[src/rtl/gpio_port_pkg.sv]
package gpio_port_pkg;

    typedef enum logic [2:0] {
        SEL_DATA  = 3'd0,
        SEL_DIR   = 3'd1,
        SEL_PULL  = 3'd2,
        SEL_DRIVE = 3'd3,
        SEL_SLEW  = 3'd4
    } reg_sel_e;

endpackage

[src/rtl/gpio_regs.sv]
module gpio_regs
    import gpio_port_pkg::*;
#(
    parameter int                N_PINS   = 8,
    parameter logic [N_PINS-1:0] DIR_MASK = {N_PINS{1'b1}}
) (
    input  logic              clk,
    input  logic              rst_n,
    input  logic              wr_en,
    input  logic [2:0]        wr_sel,
    input  logic [N_PINS-1:0] wr_data,
    output logic [N_PINS-1:0] data_q,
    output logic [N_PINS-1:0] dir_q,
    output logic [N_PINS-1:0] pull_q,
    output logic [N_PINS-1:0] drive_q,
    output logic [N_PINS-1:0] slew_q
);

    typedef struct packed {
        logic [N_PINS-1:0] data;
        logic [N_PINS-1:0] dir;
        logic [N_PINS-1:0] pull;
        logic [N_PINS-1:0] drive;
        logic [N_PINS-1:0] slew;
    } regs_t;

    regs_t r_d, r_q;

    always_comb begin
        r_d = r_q;
        if (wr_en) begin
            case (reg_sel_e'(wr_sel))
                SEL_DATA:  r_d.data  = wr_data;
                SEL_DIR:   r_d.dir   = wr_data & DIR_MASK;
                SEL_PULL:  r_d.pull  = wr_data;
                SEL_DRIVE: r_d.drive = wr_data;
                SEL_SLEW:  r_d.slew  = wr_data;
                default:   ;
            endcase
        end
    end

    always_ff @(posedge clk or negedge rst_n) begin
        if (!rst_n) r_q <= '0;
        else        r_q <= r_d;
    end

    assign data_q  = r_q.data;
    assign dir_q   = r_q.dir;
    assign pull_q  = r_q.pull;
    assign drive_q = r_q.drive;
    assign slew_q  = r_q.slew;

    // every register is cleared while reset is held
    always_ff @(posedge clk) begin
        if (!rst_n) begin
            a_r1_regs_cleared: assert (r_q == '0)
                else $error("registers not cleared in reset");
        end
    end

    // a direction write lands on the next edge, masked
    a_r2_dir_write: assert property (@(posedge clk) disable iff (!rst_n)
        (wr_en && wr_sel == 3'd1) |=> (dir_q == ($past(wr_data) & DIR_MASK)))
        else $error("direction write lost");

    // unused select codes leave every register unchanged
    a_r2_unused_sel: assert property (@(posedge clk) disable iff (!rst_n)
        (wr_en && wr_sel > 3'd4) |=> $stable(r_q))
        else $error("unused select changed a register");

endmodule

[src/rtl/gpio_sync.sv]
module gpio_sync #(
    parameter int N_PINS = 8
) (
    input  logic              clk,
    input  logic              rst_n,
    input  logic [N_PINS-1:0] d_in,
    output logic [N_PINS-1:0] d_sync
);

    typedef struct packed {
        logic [N_PINS-1:0] s1;
        logic [N_PINS-1:0] s2;
        logic [1:0]        warm;
    } sync_t;

    sync_t s_d, s_q;

    always_comb begin
        s_d    = s_q;
        s_d.s1 = d_in;
        s_d.s2 = s_q.s1;
        if (s_q.warm != 2'd2) s_d.warm = s_q.warm + 2'd1;
    end

    always_ff @(posedge clk or negedge rst_n) begin
        if (!rst_n) s_q <= '0;
        else        s_q <= s_d;
    end

    assign d_sync = s_q.s2;

    // the synchronized value is the input from two edges back
    a_r5_two_stage: assert property (@(posedge clk) disable iff (!rst_n)
        (s_q.warm == 2'd2) |-> (d_sync == $past(d_in, 2)))
        else $error("synchronizer latency wrong");

endmodule

[src/rtl/gpio_pin_mux.sv]
module gpio_pin_mux #(
    parameter bit INPUT_ONLY = 1'b0
) (
    input  logic dir,
    input  logic data,
    input  logic pull,
    input  logic drive,
    input  logic slew,
    input  logic periph_en,
    input  logic periph_oe,
    input  logic periph_out,
    input  logic sync_in,
    output logic pad_oe,
    output logic pad_out,
    output logic pad_pull,
    output logic pad_drive,
    output logic pad_slew,
    output logic rd
);

    logic oe_sel, out_sel;

    always_comb begin
        oe_sel  = periph_en ? periph_oe  : dir;
        out_sel = periph_en ? periph_out : data;
        if (INPUT_ONLY) begin
            pad_oe    = 1'b0;
            pad_out   = 1'b0;
            pad_drive = 1'b0;
            pad_slew  = 1'b0;
            rd        = sync_in;
        end else begin
            pad_oe    = oe_sel;
            pad_out   = out_sel;
            pad_drive = drive;
            pad_slew  = slew;
            rd        = dir ? data : sync_in;
        end
        pad_pull = pull & ~pad_oe;
    end

endmodule

[src/rtl/gpio_port.sv]
module gpio_port #(
    parameter int N_PINS         = 8,
    parameter bit HAS_INPUT_ONLY = 1'b1
) (
    input  logic              clk,
    input  logic              rst_n,
    input  logic              wr_en,
    input  logic [2:0]        wr_sel,
    input  logic [N_PINS-1:0] wr_data,
    output logic [N_PINS-1:0] rd_data,
    input  logic [N_PINS-1:0] periph_en,
    input  logic [N_PINS-1:0] periph_oe,
    input  logic [N_PINS-1:0] periph_out,
    input  logic [N_PINS-1:0] pad_in,
    output logic [N_PINS-1:0] pad_oe,
    output logic [N_PINS-1:0] pad_out,
    output logic [N_PINS-1:0] pad_pull_en,
    output logic [N_PINS-1:0] pad_drive_hi,
    output logic [N_PINS-1:0] pad_slew_en
);

    localparam logic [N_PINS-1:0] BIDIR_MASK = HAS_INPUT_ONLY ?
        {1'b0, {(N_PINS-1){1'b1}}} : {N_PINS{1'b1}};

    logic [N_PINS-1:0] data_q, dir_q, pull_q, drive_q, slew_q, sync_in;

    gpio_regs #(.N_PINS(N_PINS), .DIR_MASK(BIDIR_MASK)) u_regs (
        .clk     (clk),
        .rst_n   (rst_n),
        .wr_en   (wr_en),
        .wr_sel  (wr_sel),
        .wr_data (wr_data),
        .data_q  (data_q),
        .dir_q   (dir_q),
        .pull_q  (pull_q),
        .drive_q (drive_q),
        .slew_q  (slew_q)
    );

    gpio_sync #(.N_PINS(N_PINS)) u_sync (
        .clk    (clk),
        .rst_n  (rst_n),
        .d_in   (pad_in),
        .d_sync (sync_in)
    );

    for (genvar i = 0; i < N_PINS; i++) begin : g_pin
        localparam bit IN_ONLY = HAS_INPUT_ONLY && (i == N_PINS - 1);
        gpio_pin_mux #(.INPUT_ONLY(IN_ONLY)) u_mux (
            .dir        (dir_q[i]),
            .data       (data_q[i]),
            .pull       (pull_q[i]),
            .drive      (drive_q[i]),
            .slew       (slew_q[i]),
            .periph_en  (periph_en[i]),
            .periph_oe  (periph_oe[i]),
            .periph_out (periph_out[i]),
            .sync_in    (sync_in[i]),
            .pad_oe     (pad_oe[i]),
            .pad_out    (pad_out[i]),
            .pad_pull   (pad_pull_en[i]),
            .pad_drive  (pad_drive_hi[i]),
            .pad_slew   (pad_slew_en[i]),
            .rd         (rd_data[i])
        );
    end

    // the pull-up is never on while the pad is driven
    a_r6_no_pull_when_driven: assert property (@(posedge clk) disable iff (!rst_n)
        (pad_pull_en & pad_oe) == '0)
        else $error("pull-up active on a driven pad");

    // a peripheral that owns a pin sets its direction
    a_r8_periph_direction: assert property (@(posedge clk) disable iff (!rst_n)
        ((pad_oe ^ periph_oe) & periph_en & BIDIR_MASK) == '0)
        else $error("peripheral direction not applied");

    // read of an output pin gives the latch regardless of owner
    a_r9_read_follows_dir: assert property (@(posedge clk) disable iff (!rst_n)
        ((rd_data ^ data_q) & dir_q) == '0)
        else $error("read of output pin not from latch");

    // input-only pin stays quiet
    if (HAS_INPUT_ONLY) begin : g_in_only_chk
        a_r10_input_only_quiet: assert property (@(posedge clk) disable iff (!rst_n)
            !pad_oe[N_PINS-1] && !pad_drive_hi[N_PINS-1] && !pad_slew_en[N_PINS-1])
            else $error("input-only pin drives");
    end

endmodule

[config.mk]
export PLATFORM = sky130hd
export DESIGN_NAME = gpio_port
export DESIGN_NICKNAME = d
export VERILOG_FILES = /design/src/rtl/gpio_port_pkg.sv /design/src/rtl/gpio_regs.sv /design/src/rtl/gpio_sync.sv /design/src/rtl/gpio_pin_mux.sv /design/src/rtl/gpio_port.sv
export SDC_FILE = /design/constraint.sdc
export NUM_CORES = 1
export LEC_CHECK = 0
export ABC_AREA = 1
export BUFFER_PORTS_ARGS = -buffer_cell sky130_fd_sc_hd__buf_2
export CORE_MARGIN = 2
export CORE_UTILIZATION = 51
export DETAILED_ROUTE_END_ITERATION = 6
export PLACE_DENSITY = 0.85
export SLEW_MARGIN = 40
export SYNTH_ARGS = -nofsm -noshare
export SYNTH_HDL_FRONTEND = slang
export SYNTH_SLANG_ARGS = --single-unit
[constraint.sdc]
create_clock -name clk -period 1.1 [get_ports clk]
set_input_delay 0.055 -clock clk [delete_from_list [all_inputs] [get_ports clk]]
set_output_delay 0.055 -clock clk [all_outputs]
set_load 0.02 [all_outputs]
* After elaboration in Yosys (flattened, before gate mapping)
Index checks and enable logic that the tools add are counted.
** Cells by class
- Equal/unequal tests :: 4
- Muxes and demuxes :: 21
- Bitwise gates (word level) :: 14
- Reductions and logical operators :: 6
** Operators by type and width (count)
- $mux 1 :: 21
- $reduce_and 2->1 :: 5
- $and 1x1->1 :: 7
- $not 1->1 :: 7
- $eq 3x2->1 const B :: 2
- $eq 3x1->1 const B :: 1
- $eq 3x3->1 const B :: 1
- $logic_not 3->1 :: 1
** Word-level totals
- Register bits :: 52
- Input bits :: 46
- Output and inout port bits :: 48
- Logic and storage cells :: 52

* Logic depth before layout (Yosys ltp)
- Word-level depth :: 3
- Gate-level depth with buffers :: 5
- Gate-level depth less buffers :: 5

* Modules after synthesis
From an unflattened synthesis, not the netlist that was laid out.
** Second synthesis, totals
- Cells, all modules :: 301
- Area total of the unflattened synthesis :: 2565.0 sq um
** By module, submodules not included
- gpio_regs :: instances 1, cells each 180, area each 1634.1 sq um, sequential area each 975.9 sq um
- gpio_pin_mux (g_pin[0].u_mux ...) :: instances 7, cells each 14, area each 68.8 sq um, sequential area each 0.0 sq um
- gpio_sync :: instances 1, cells each 16, area each 400.4 sq um, sequential area each 400.4 sq um
- gpio_pin_mux (g_pin[7].u_mux) :: instances 1, cells each 7, area each 48.8 sq um, sequential area each 0.0 sq um

* Least setup slack after synthesis
Ideal clock, no wire load.
- Kind :: reg-to-output
- Start point :: register u_regs.r_q (netlist bit u_regs.dir_q[0])
- End point :: output port pad_pull_en[0]
- Arrival time :: 755 ps
- Data required time :: 1045 ps
- Path slack :: 290 ps
- Cell stages (with the launch flop) :: 5
- Path buffers :: 1
- Path through :: dfrtp_1 > inv_1 > o21ai_0 > nor2_1 > buf_4
** Between the ends
- Word-level cells in the longest chain between the ends :: 3
** Ends and longest elaborated chain
- start, declared :: line gpio_regs.sv:27 : regs_t r_d, r_q;
- start signal, assigned :: line gpio_regs.sv:45 : else r_q <= r_d;
- $mux 1 :: line gpio_pin_mux.sv:24 : oe_sel = periph_en ? periph_oe : dir;
- named net g_pin[0].u_mux.pad_oe :: line gpio_pin_mux.sv:13 : output logic pad_oe,
- $not 1->1 :: line gpio_pin_mux.sv:39 : pad_pull = pull & ~pad_oe;
- $and 1x1->1 :: line gpio_pin_mux.sv:39
- end, declared :: line gpio_port.sv:17 : output logic [N_PINS-1:0] pad_pull_en,
The timed path passes the listed nets, and every way through them passes these cells.

* Worst setup path in the final report
- Start point :: register u_regs.r_q (netlist bit u_regs.dir_q[5])
- End point :: output port pad_pull_en[5]
** Between the ends
- Word-level cells in the longest chain between the ends :: 3
** Ends and longest elaborated chain (line)
- $mux 1 :: gpio_pin_mux.sv:24
- $not 1->1 :: gpio_pin_mux.sv:39
- $and 1x1->1 :: gpio_pin_mux.sv:39
Every way passes these cells.

==> results_dict.tcl <==
set metrics [dict create \
    status "finished with violations" \
    violations "negative setup slack" \
    num_io_pins 94 \
    antenna_left 0 \
    hold_viol_final 0 \
    rsz0062_at_grt "true" \
    vias 2055 \
    synth_compound_area_share_pct 4.12 \
    grt_pass1_vias 1833 \
    cts_buffers 5 \
    critical_path_class "flop to output port" \
    globalRouteTotalUtil_pct 18.6 \
    min_period_over_period_pct 104 \
    drv_cap 0 \
    min_period_ps 1150 \
    numPortBuffers 86 \
    routedWlPerCell_um 11.5 \
    hold_class "input pin to flop" \
    syn_area_um2 2550 \
    powerDensity_nw_per_um2 1630 \
    max_freq_mhz 871 \
    start_util_pct 53.4 \
    peakVddDrop_mv 1.09 \
    grt_max_degree 53 \
    root_buffer "clkbuf_8" \
    syn_inst 301 \
    firstDrtPassIters 4 \
    worst_clock_skew_ps 4.58 \
    drt_iter0_drc 79 \
    gp_congestion 0.743 \
    crit_path_start_kind "flop" \
    total_leakage_power_nw 1.79 \
    cts_tree "built" \
    synthMuxAreaShare_pct 0 \
    synth_area_per_cell_um2 8.48 \
    synthTopCellsByArea "dfrtp_1 51%, nand2_1 15%, buf_4 14%, nand3_1 5.7%, o21ai_0 4.1%" \
    synth-xor-area-share_pct 0 \
    core_area_um2 4790 \
    htreeDepth 2 \
    antenna_found_initial 0 \
    yosysTopAreaCell "dfrtp_1" \
    worstSetupEndpointType "output port" \
    slew_violations 0 \
    drive_gt1_share_pct 41.1 \
    yosys.area_share.simple_pct 26.0 \
    die-area_um2 5590 \
    wl_um 5100 \
    design_area_um2 3220 \
    fin_setup_tns_ps -193 \
    grt_pass1_wl_um 7800 \
    cts_sinks 52 \
    grt_overflow_total 0 \
    ys_seq_elements 52 \
    ys_seq_area_share_pct 51.0 \
    cp.required_ps 1040 \
    synth_top_family_by_area "simple AND/OR/NAND/NOR gates" \
    seqCellArea_um2 1300 \
    insertion_delay_ps 300 \
    place_area_um2 2750 \
    synth_cell_type_count 14 \
    vias_per_cell 4.65 \
    yosysTopAreaCellShare_pct 51.0 \
    diodes 0 \
    placed_cells 411 \
    critPathMaxFanout 3 \
    clk_pin_slew_worst_paths_ps 90 \
    stdcell_count 442 \
    synth_adder_area_share_pct 0 \
    fin_nets 420 \
    area_delta_synth_final_pct 26.0 \
    p_total_mw 5.23 \
    rows 25 \
    crit_arrival_ps 1090 \
    drc 0 \
    multiInputGateArea_um2 841 \
    die_width_um 74.8 \
    dp_hpwl_um 3640 \
    fillers 399 \
    setup_slack_ps -48.1 \
    ctsLongestPathBuffers 2 \
    pre_cts_ws_ps 107 \
    setup_viol 6 \
    die_height_um 74.8 \
    yosys_warnings 0 \
]
area by class of cell:
class / count / share of cell area, %
Inverter: 27 / 3.15
Timing Repair Buffer: 114 / 24.3
Clock buffer: 6 / 2.26
Sequential cell: 52 / 40.5
Multi-Input combinational cell: 174 / 26.1
Clock inverter: 2 / 1.09
Tap cell: 67 / 2.61
placed cells by master, fill, tap and decap left out, types with 8 or more instances in the layout:
cell type / count
dlygate4sd3_1: 10
buf_4: 36
inv_1: 10
o21ai_1: 8
dfrtp_1: 52
inv_2: 17
o21ai_2: 13
buf_6: 9
nand3_1: 29
nand2_1: 101
buf_2: 58
routing by layer:
metal	vias to the layer above	global-route usage (%)	part of all wire [%]
met5	-	0	0
met4	0	4.76	1.1
met3	6	5.62	6.5
met2	77	31.0	50
met1	947	23.9	43
li1	1025	-	-
Yosys cell counts:
cell     number
nand2_1     103
dfrtp_1      52
buf_4        49
nand3_1      29
inv_1        22
o21ai_0      21
nor2_1        7
inv_2         5
nor2_4        4
nand2_2       3
buf_2         2
nand2_4       2
conb_1        1
nor2_8        1
final timing paths:
| check | depth (start not counted) | end | slack, ps | startpoint |
|---|---|---|---|---|
| max | 4 | pad_pull_en[5] | -50 | u_regs.dir_q[5] |
| max in group asynchronous | 3 | u_sync.d_sync[1] | 600 | rst_n |
| max reg2reg | 4 | u_regs.data_q[2] | 230 | u_regs.data_q[2] |
| min in group asynchronous | 3 | u_regs.slew_q[4] | 250 | rst_n |
| min reg2reg | 0 | u_sync.d_sync[2] | 350 | u_sync.s_d[4] |
| min | 3 | u_regs.drive_q[5] | 10 | wr_data[5] |
cell families (layout without fill, tap and decap cells):
kind of cell | count (synthesis) | in the layout
and+or+nand+nor | 149 | 149
buffers and inverters | 78 | 149
DFF | 52 | 52
other | 1 | 4
AOI/OAI and AO/OA | 21 | 21
power by group:
| part | leakage, nW | total [mW] | switching [mW] | internal [mW] |
|---|---|---|---|---|
| Sequential | 0.639 | 2.35 | 0.163 | 2.19 |
| Clock | 0.0552 | 1.26 | 0.585 | 0.675 |
| Combinational | 1.10 | 1.62 | 0.933 | 0.689 |
| Total | 1.79 | 5.23 | 1.68 | 3.55 |
stage by stage:
step / util (%) / hold WS (ps)
after floorplan: - / -241
after global placement: 57.5 / 62.1
after detailed placement: 57.5 / 66.0
after CTS: 64.0 / 1.54
after global routing: 67.2 / 7.61
final: 67.2 / 14.1
registers in the layout, summed over array words and instances (netlist names):
name	cells
u_regs.data_q	7
u_regs.slew_q	7
u_regs.drive_q	7
u_regs.dir_q	7
u_sync.d_sync	8
u_regs.pull_q	8
u_sync.s_d	8
worst max-delay path, cell delays in order, from the launching register on:
cell     delay (ps)
dfrtp_1         390
inv_2            80
o21ai_2          70
nor2_2          120
buf_6           130
timing repair:
action / 4_1_cts / 5_1_grt
buffers inserted: 6 / 7
endpoints found under the hold margin: 61 / 0
pin swaps: 1 / 2
hold buffers: 10 / 0
gates resized for setup: 43 / 43
endpoints found under the setup margin: 24 / 28
Power figures use the tool's default switching activity.
